===== config.mk =====
export PLATFORM = sky130hd
export DESIGN_NAME = cdt_top
export DESIGN_NICKNAME = d
export VERILOG_FILES = /design/src/rtl/cdt_pkg.sv /design/src/rtl/cdt_prescaler.sv /design/src/rtl/cdt_counter.sv /design/src/rtl/cdt_irq.sv /design/src/rtl/cdt_top.sv
export SDC_FILE = /design/constraint.sdc
export NUM_CORES = 1
export LEC_CHECK = 0
export ABC_AREA = 1
export BUFFER_PORTS_ARGS = -buffer_cell sky130_fd_sc_hd__buf_2
export CORE_ASPECT_RATIO = 1.2
export CORE_MARGIN = 2
export CORE_UTILIZATION = 61
export CTS_CLUSTER_DIAMETER = 100
export DETAILED_ROUTE_END_ITERATION = 6
export GPL_TIMING_DRIVEN = 1
export PLACE_DENSITY_LB_ADDON = 0.2
export SKIP_LAST_GASP = 1
export SLEW_MARGIN = 20
export SYNTH_ARGS = -nofsm -noshare
export SYNTH_HDL_FRONTEND = slang
export SYNTH_SLANG_ARGS = --single-unit

===== constraint.sdc =====
create_clock -name clk -period 2.96 [get_ports clk]
set_input_delay 0 -clock clk [delete_from_list [all_inputs] [get_ports clk]]
set_output_delay 0 -clock clk [all_outputs]
set_load 0.01 [all_outputs]

===== src/rtl/cdt_pkg.sv =====
package cdt_pkg;

    typedef enum logic [1:0] {
        SRC_FAST = 2'b00,
        SRC_MID  = 2'b01,
        SRC_SLOW = 2'b10,
        SRC_MIN  = 2'b11
    } src_e;

    typedef struct packed {
        logic pulse_mode;
        logic irq_en;
        src_e src;
        logic run;
    } ctl_t;

    localparam int CTL_W = $bits(ctl_t);
    localparam ctl_t CTL_RESET = '{pulse_mode: 1'b0, irq_en: 1'b0,
                                   src: SRC_MIN, run: 1'b0};

    function automatic logic pick_tick(input logic [3:0] ticks, input src_e src);
        return ticks[src];
    endfunction

endpackage


===== src/rtl/cdt_prescaler.sv =====
module cdt_prescaler #(
    parameter int DIV_FAST  = 3,
    parameter int DIV_MID   = 9,
    parameter int DIV_SLOW  = 15,
    parameter int MIN_TICKS = 60
) (
    input  logic       clk,
    input  logic       rst,
    input  logic       ref_tick,
    output logic [3:0] ticks
);
    localparam int TAPS = 3;
    localparam int SEC_W = (MIN_TICKS > 1) ? $clog2(MIN_TICKS) : 1;
    localparam int TAP_BITS [TAPS] = '{DIV_FAST, DIV_MID, DIV_SLOW};

    logic [DIV_SLOW-1:0] div_q;
    logic [SEC_W-1:0]    sec_q;

    always_ff @(posedge clk) begin
        if (rst) begin
            div_q <= '0;
        end else if (ref_tick) begin
            div_q <= div_q + 1'b1;
        end
    end

    for (genvar g = 0; g < TAPS; g++) begin : g_tap
        localparam int NB = TAP_BITS[g];
        assign ticks[g] = ref_tick && (&div_q[NB-1:0]);
    end

    always_ff @(posedge clk) begin
        if (rst) begin
            sec_q <= '0;
        end else if (ticks[2]) begin
            if (sec_q == SEC_W'(MIN_TICKS - 1)) begin
                sec_q <= '0;
            end else begin
                sec_q <= sec_q + 1'b1;
            end
        end
    end

    assign ticks[3] = ticks[2] && (sec_q == SEC_W'(MIN_TICKS - 1));

endmodule


===== src/rtl/cdt_counter.sv =====
module cdt_counter #(
    parameter int CNT_W = 8
) (
    input  logic             clk,
    input  logic             rst,
    input  logic             run,
    input  logic             tick,
    input  logic             load,
    input  logic [CNT_W-1:0] load_val,
    output logic [CNT_W-1:0] count,
    output logic [CNT_W-1:0] reload,
    output logic             expire
);
    logic [CNT_W-1:0] count_q, reload_q;
    logic             step;

    assign step   = run && tick && !load && (reload_q != '0);
    assign expire = step && (count_q == CNT_W'(1));

    always_ff @(posedge clk) begin
        if (rst) begin
            count_q  <= '0;
            reload_q <= '0;
        end else if (load) begin
            count_q  <= load_val;
            reload_q <= load_val;
        end else if (expire) begin
            count_q <= reload_q;
        end else if (step) begin
            count_q <= count_q - 1'b1;
        end
    end

    assign count  = count_q;
    assign reload = reload_q;

endmodule


===== src/rtl/cdt_irq.sv =====
module cdt_irq #(
    parameter int PULSE_LEN = 4
) (
    input  logic clk,
    input  logic rst,
    input  logic expire,
    input  logic flag_clr,
    input  logic irq_en,
    input  logic pulse_mode,
    output logic flag,
    output logic irq
);
    localparam int PW = $clog2(PULSE_LEN + 1);

    logic          flag_q;
    logic [PW-1:0] pulse_q;

    always_ff @(posedge clk) begin
        if (rst) begin
            flag_q <= 1'b0;
        end else if (expire) begin
            flag_q <= 1'b1;
        end else if (flag_clr) begin
            flag_q <= 1'b0;
        end
    end

    always_ff @(posedge clk) begin
        if (rst) begin
            pulse_q <= '0;
        end else if (expire) begin
            pulse_q <= PW'(PULSE_LEN);
        end else if (pulse_q != '0) begin
            pulse_q <= pulse_q - 1'b1;
        end
    end

    assign flag = flag_q;
    assign irq  = irq_en && (pulse_mode ? (pulse_q != '0) : flag_q);

endmodule


===== src/rtl/cdt_top.sv =====
module cdt_top
    import cdt_pkg::*;
#(
    parameter int CNT_W     = 8,
    parameter int DIV_FAST  = 3,
    parameter int DIV_MID   = 9,
    parameter int DIV_SLOW  = 15,
    parameter int MIN_TICKS = 60,
    parameter int PULSE_LEN = 4
) (
    input  logic             clk,
    input  logic             rst,
    input  logic             ref_tick,
    input  logic             ctl_wr,
    input  logic [4:0]       ctl_wdata,
    output logic [4:0]       ctl_rdata,
    input  logic             cnt_wr,
    input  logic [CNT_W-1:0] cnt_wdata,
    output logic [CNT_W-1:0] cnt_rdata,
    input  logic             flag_clr,
    output logic             flag,
    output logic             irq
);
    ctl_t             ctl_q;
    logic [3:0]       ticks;
    logic             tick_sel;
    logic             expire;
    logic [CNT_W-1:0] reload_val;

    always_ff @(posedge clk) begin
        if (rst) begin
            ctl_q <= CTL_RESET;
        end else if (ctl_wr) begin
            ctl_q <= ctl_t'(ctl_wdata);
        end
    end

    assign ctl_rdata = ctl_q;
    assign tick_sel  = pick_tick(ticks, ctl_q.src);

    cdt_prescaler #(
        .DIV_FAST(DIV_FAST), .DIV_MID(DIV_MID),
        .DIV_SLOW(DIV_SLOW), .MIN_TICKS(MIN_TICKS)
    ) u_pre (
        .clk(clk), .rst(rst), .ref_tick(ref_tick), .ticks(ticks)
    );

    cdt_counter #(.CNT_W(CNT_W)) u_cnt (
        .clk(clk), .rst(rst), .run(ctl_q.run), .tick(tick_sel),
        .load(cnt_wr), .load_val(cnt_wdata), .count(cnt_rdata),
        .reload(reload_val), .expire(expire)
    );

    cdt_irq #(.PULSE_LEN(PULSE_LEN)) u_irq (
        .clk(clk), .rst(rst), .expire(expire), .flag_clr(flag_clr),
        .irq_en(ctl_q.irq_en), .pulse_mode(ctl_q.pulse_mode),
        .flag(flag), .irq(irq)
    );

endmodule


Word-level counts from Yosys, hierarchy flattened
Cells that the tools add are included.
- bits in registers: 46
- word-level logic and storage cells: 48
- output and inout port bits: 15
- reductions and logical operators: 19
- $add $sub $neg: 4
- equal/unequal tests: 2
- mux-type cells: 11
- $lt $le $gt $ge: 1
- operators with widths (kind ; number):
    $mux 8 ; 3
    $add 15x1->15 const B ; 1
    $reduce_and 15->1 ; 1
    $logic_and 1x1->1 ; 9
    $reduce_and 9->1 ; 1
    $eq 8x1->1 const B ; 1
    $reduce_bool 8->1 ; 1
    $sub 8x1->8 const B ; 1
    $add 6x1->6 const B ; 1
    $eq 6x6->1 const B ; 1
    $mux 3 ; 2
    $mux 6 ; 1
    $reduce_bool 3->1 ; 2
    $mux 1 ; 4
    $reduce_bool 2->1 ; 2
    $lt 2x3->1 const B ; 1
    $reduce_and 3->1 ; 1
    $sub 3x1->3 const B ; 1
    $bmux 1 s2 ; 1
    $reduce_or 2->1 ; 1
    $logic_not 1->1 ; 1

Logic depth before layout (Yosys ltp)
- depth in word-level cells: 11
- mapped depth: 16
- mapped depth without buffers: 15

Modules after synthesis
A second synthesis with hierarchy kept.
- cell total of the unflattened synthesis: 400
- area total of the unflattened synthesis: 2607.5 um^2
- by module, submodules not included (module ; sequential area each (um^2) ; instances ; area each (um^2) ; cells each):
    cdt_prescaler ; 420.4 ; 1 ; 1147.4 ; 168
    cdt_counter ; 320.3 ; 1 ; 1019.7 ; 165
    cdt_irq ; 80.1 ; 1 ; 224.0 ; 34
    cdt_top ; 100.1 ; 1 ; 216.5 ; 33

Least setup slack after synthesis
Ideal clock, no wire load.
- path kind: reg2reg
- from: register u_pre.div_q[0]
- to: register u_cnt.count_q[6] (netlist: u_cnt.count[6])
- path slack: 1029 ps
- stages on the path, launching flop included: 17
- data required time: 2843 ps
- path buffers: 1
- clock period less this slack: 1931 ps
- data arrival time: 1814 ps
- setup time: 117 ps
- cells stage by stage: dfxtp_1 -> ha_1 -> inv_1 -> nor2_2 -> nand2_4 -> inv_2 -> ha_1 -> nand2_1 -> nand2_1 -> a21oi_1 -> nor2_2 -> nand2_1 -> nand2_2 -> buf_6 -> nand2_1 -> nor2_1 -> nor2_1
- word-level cells in the longest chain between the ends: 11
- elaborated cells on any way between the ends: 16
- classes of those cells: mux: 4; reduce/logical: 12
- ends and longest elaborated chain (what ; line ; text):
    start: declaration ; cdt_prescaler.sv:16 ; logic [DIV_SLOW-1:0] div_q;
    start signal: assignment ; cdt_prescaler.sv:23 ; div_q <= div_q + 1'b1;
    $reduce_and 15->1 ; cdt_prescaler.sv:29 ; assign ticks[g] = ref_tick && (&div_q[NB-1:0]);
    $logic_and 1x1->1 ; cdt_prescaler.sv:29 ;
    $logic_and 1x1->1 ; cdt_prescaler.sv:44 ; assign ticks[3] = ticks[2] && (sec_q == SEC_W'(MIN_TICKS - 1));
    $bmux 1 s2 (*) ; cdt_pkg.sv:22 ; return ticks[src];
    $mux 1 (implied by the code) (*) ; cdt_pkg.sv:22 ;
    $logic_and 1x1->1 (*) (3 in series) ; cdt_counter.sv:17 ; assign step = run && tick && !load && (reload_q != '0);
    $logic_and 1x1->1 ; cdt_counter.sv:18 ; assign expire = step && (count_q == CNT_W'(1));
    $mux 8 ; cdt_counter.sv:27 ; end else if (expire) begin
    $mux 8 ; cdt_counter.sv:24 ; end else if (load) begin
    end signal: assignment ; cdt_counter.sv:25 ; count_q <= load_val;
    end signal: assignment ; cdt_counter.sv:28 ; count_q <= reload_q;
    end signal: assignment ; cdt_counter.sv:30 ; count_q <= count_q - 1'b1;
    end: declaration ; cdt_counter.sv:14 ; logic [CNT_W-1:0] count_q, reload_q;
Mark *: on every way between the ends. The rest lies on a longest branch, timed or not. The select of a mux whose other input is x is not followed.
A chain may end at the register's enable or synchronous reset.

Final worst setup path
- from: register u_pre.div_q[0]
- to: register u_cnt.count_q[5] (netlist: u_cnt.count[5])
The elaborated chain is that of the path after synthesis.

==> impl_metrics.json <==
{
  "outcome": "finished clean",
  "die_h_um": 73.18,
  "syn_inst": 336,
  "clk_pin_slew_ns": 0.08,
  "regToRegStartpoint": "u_pre.div_q[0]$_SDFFE_PP0P_",
  "internal_power_w": 0.0009570,
  "grt_util_met3": 0.04965,
  "hp-class": "primary input to register",
  "areaGrowthSynthToFinish_pct": 15.18,
  "drv_slew": 0,
  "n_antenna_cell": 0,
  "layout-drive-gt1-share": 0.1618,
  "hpwl_um": 3423,
  "fin_crit_sh": 0.7381,
  "dr.pass1.iters": 4,
  "final-hold-violation-count": 0,
  "ys_types": 35,
  "grt_max_degree": 27,
  "die_x_um": 61.65,
  "seq_area_um2": 920.9,
  "vias": 2176,
  "clock_skew_ns": 0.003065,
  "drtAntennaViolNets": 0,
  "cts_buffers": 5,
  "final_nets": 405,
  "powerDensity_nw_per_um2": 476.0,
  "rsz0062_at_grt": "false",
  "wl_um": 4876,
  "detail_route.wl_per_cell_um": 11.31,
  "rrSetupSlack_ns": 0.78,
  "htree_levels": 2,
  "setup_viol": 0,
  "ff2ff_path_depth": 15,
  "hold_path.startpoint": "cnt_wdata[5]",
  "port_buffers": 33,
  "syn_nets": 363,
  "worstSetupEndpointType": "register",
  "fin_tns_setup_ns": 0,
  "slew-limit-headroom": 0.5135,
  "critPathLaunchType": "register",
  "post-route-util": 0.7223,
  "holdPathEnd": "u_cnt.reload[5]$_SDFFE_PP0P_",
  "power.switching_w": 0.0003765,
  "grt_first_pass_wirelength_um": 8148,
  "fill_cells": 344,
  "ys_warn_count": 0,
  "maxCapViolations": 0,
  "gr-usage-met1": 0.2746,
  "core_um2": 3879,
  "clock_latency_ns": 0.29,
  "cts_buffer_depth": 2,
  "cts_tree": "built",
  "ys_seq_area_frac": 0.3786,
  "grt_busiest_layer": "met2",
  "max_freq_mhz": 457.7,
  "synth_area_um2": 2432,
  "reg2reg_to": "u_cnt.count[5]$_SDFFE_PP0P_",
  "p_sw_frac": 0.2823,
  "crit_type": "register to register",
  "tightest_slew_ns": 0.7289,
  "initial_utilization": 0.6271,
  "arrival_ns": 2.38,
  "ir_drop_v": 0.0003758,
  "combPwrFrac": 0.204,
  "leakage_nw": 1.255,
  "dr.first_iter.drc_count": 94,
  "min_path_cells": 3,
  "clock-sinks": 46,
  "ys_seq_elements": 46,
  "cts_root_buffer": "clkbuf_8",
  "fin_hold_ws_ns": 0.02355,
  "drc_errors": 0,
  "multi_input_area_um2": 1259,
  "critPathMaxFanout": 11,
  "io_pins": 34,
  "period_minus_slack_ns": 2.185,
  "row_count": 25,
  "power_frac_seq": 0.517,
  "grt_overflow": 0,
  "avgSynthCellArea_um2": 7.239,
  "use_met2": 0.4187,
  "clock_power_share": 0.279,
  "die_area_um2": 4511,
  "cts_setup_buffers": 0,
  "place.gp.congestion": 0.8735,
  "first_global_vias": 2005,
  "required_ns": 3.15,
  "antenna_found_initial": 0,
  "track_usage": 0.2405,
  "vias_per_cell": 5.049
}
-- worst max path at each step --
stage	start	to	cells after the start
6_report	u_pre.div_q[0]$_SDFFE_PP0P_	u_cnt.count[5]$_SDFFE_PP0P_	15
5_1_grt	u_pre.div_q[0]$_SDFFE_PP0P_	u_cnt.count[3]$_SDFFE_PP0P_	15
4_1_cts	u_pre.div_q[0]$_SDFFE_PP0P_	u_cnt.count[5]$_SDFFE_PP0P_	15
3_5_place_dp	u_pre.div_q[0]$_SDFFE_PP0P_	u_cnt.count[5]$_SDFFE_PP0P_	15
3_3_place_gp	u_pre.div_q[0]$_SDFFE_PP0P_	u_cnt.count[5]$_SDFFE_PP0P_	15
2_1_floorplan	u_pre.div_q[0]$_SDFFE_PP0P_	u_cnt.count[6]$_SDFFE_PP0P_	16
-- worst max-delay path, stage by stage (launching register included) --
cell and delay [ns]:
dfxtp_1 0.37, ha_1 0.18, inv_1 0.06, nor2_2 0.14, nand2_4 0.09, inv_2 0.06
ha_1 0.12, nand2_1 0.06, nand2_1 0.07, a21oi_1 0.08, nor2_2 0.26, nand2_1 0.11
nand2_2 0.18, inv_2 0.10, nor2_1 0.13, a21oi_2 0.06
-- synth_stat cells (all sizes together) --
master   n  area, um2
nand2   66      280.3
nor2    52      224.0
dfxtp   46      920.9
inv     42      157.6
a21oi   30      161.4
o21ai   29      145.1
nand3   16      92.59
buf      9      75.07
ha       8      100.1
nand4    7      43.79
nor3     6      41.29
xor2     6      52.55
xnor2    4      35.03
clkbuf   3      11.26
nor3b    3      22.52
or2      2      12.51
a21boi   1      7.510
a31oi    1      6.260
and3     1      6.260
clkinv   1      8.760
o21a     1      7.510
o21bai   1      7.510
o31ai    1      12.51
-- power by group through the flow --
stage | Sequential [W] | Combinational [W] | Clock (W)
floorplan | 0.000704 | 0.000197 | 0
global placement | 0.000703 | 0.000248 | 0
detailed placement | 0.000704 | 0.000257 | 0
CTS | 0.000689 | 0.000274 | 0.000386
global route | 0.000696 | 0.000312 | 0.000406
finish | 0.000690 | 0.000272 | 0.000372
-- cell usage in the layout, fill, tap and decap left out, types with 5 or more instances in the layout --
cell	count
a21oi_1	27
buf_2	33
clkbuf_8	6
dfxtp_1	46
dlygate4sd3_1	14
ha_1	8
inv_1	40
nand2_1	59
nand3_1	15
nand4_1	7
nor2_1	48
nor3_1	5
o21ai_0	19
o21ai_1	10
xor2_1	6
-- layout make-up --
cell class / instances / share of cell area
multi-input cells: 235 / 0.4493
flip-flops and latches: 46 / 0.3287
repair buffers: 47 / 0.1090
inverters: 43 / 0.05940
clock buffers: 6 / 0.02948
well taps: 54 / 0.02412
-- registers in the layout, summed over array words and instances, names as in the netlist --
| signal | flops |
|---|---|
| u_cnt.count | 8 |
| u_cnt.reload | 8 |
| ctl_rdata | 5 |
| u_irq.flag | 1 |
| u_irq.pulse_q | 3 |
| u_pre.div_q | 15 |
| u_pre.sec_q | 6 |
-- metal layers --
metal | share of wire | wire, um
met1 | 0.44 | 2140
met2 | 0.51 | 2493
met3 | 0.024 | 119
met4 | 0.025 | 122
met5 | 0 | 0
-- per-stage QoR --
| step | instances | cell area, um2 | total power (W) | worst slack (ns) |
|---|---|---|---|---|
| 3_5_place_dp | 411 | 2579 | 0.0009603 | 0.8023 |
| 4_1_cts | 431 | 2801 | 0.001349 | 0.7884 |
| 5_1_grt | 431 | 2801 | 0.001414 | 0.5528 |
| 3_3_place_gp | 411 | 2579 | 0.0009513 | 0.8717 |
| 6_report | 431 | 2801 | 0.001333 | 0.7753 |
| 2_1_floorplan | 336 | 2432 | 0.0009008 | 1.029 |
-- logic make-up (layout without fill, tap and decap cells) --
| group | after synthesis | count (layout) | share of synthesized area |
|---|---|---|---|
| DFF | 46 | 46 | 0.3786 |
| and+or+nand+nor | 153 | 153 | 0.2973 |
| AOI/OAI and AO/OA | 64 | 64 | 0.1430 |
| xor gates and xnor gates | 10 | 10 | 0.03601 |
| buffers and inverters | 55 | 96 | 0.1039 |
| adders and majority gates | 8 | 8 | 0.04115 |
-- timing repair --
action,CTS,global route
endpoints found under the setup margin,0,0
gates resized for setup,0,0
hold buffers,14,0
endpoints found under the hold margin,12,0
Power figures use the tool's default switching activity.
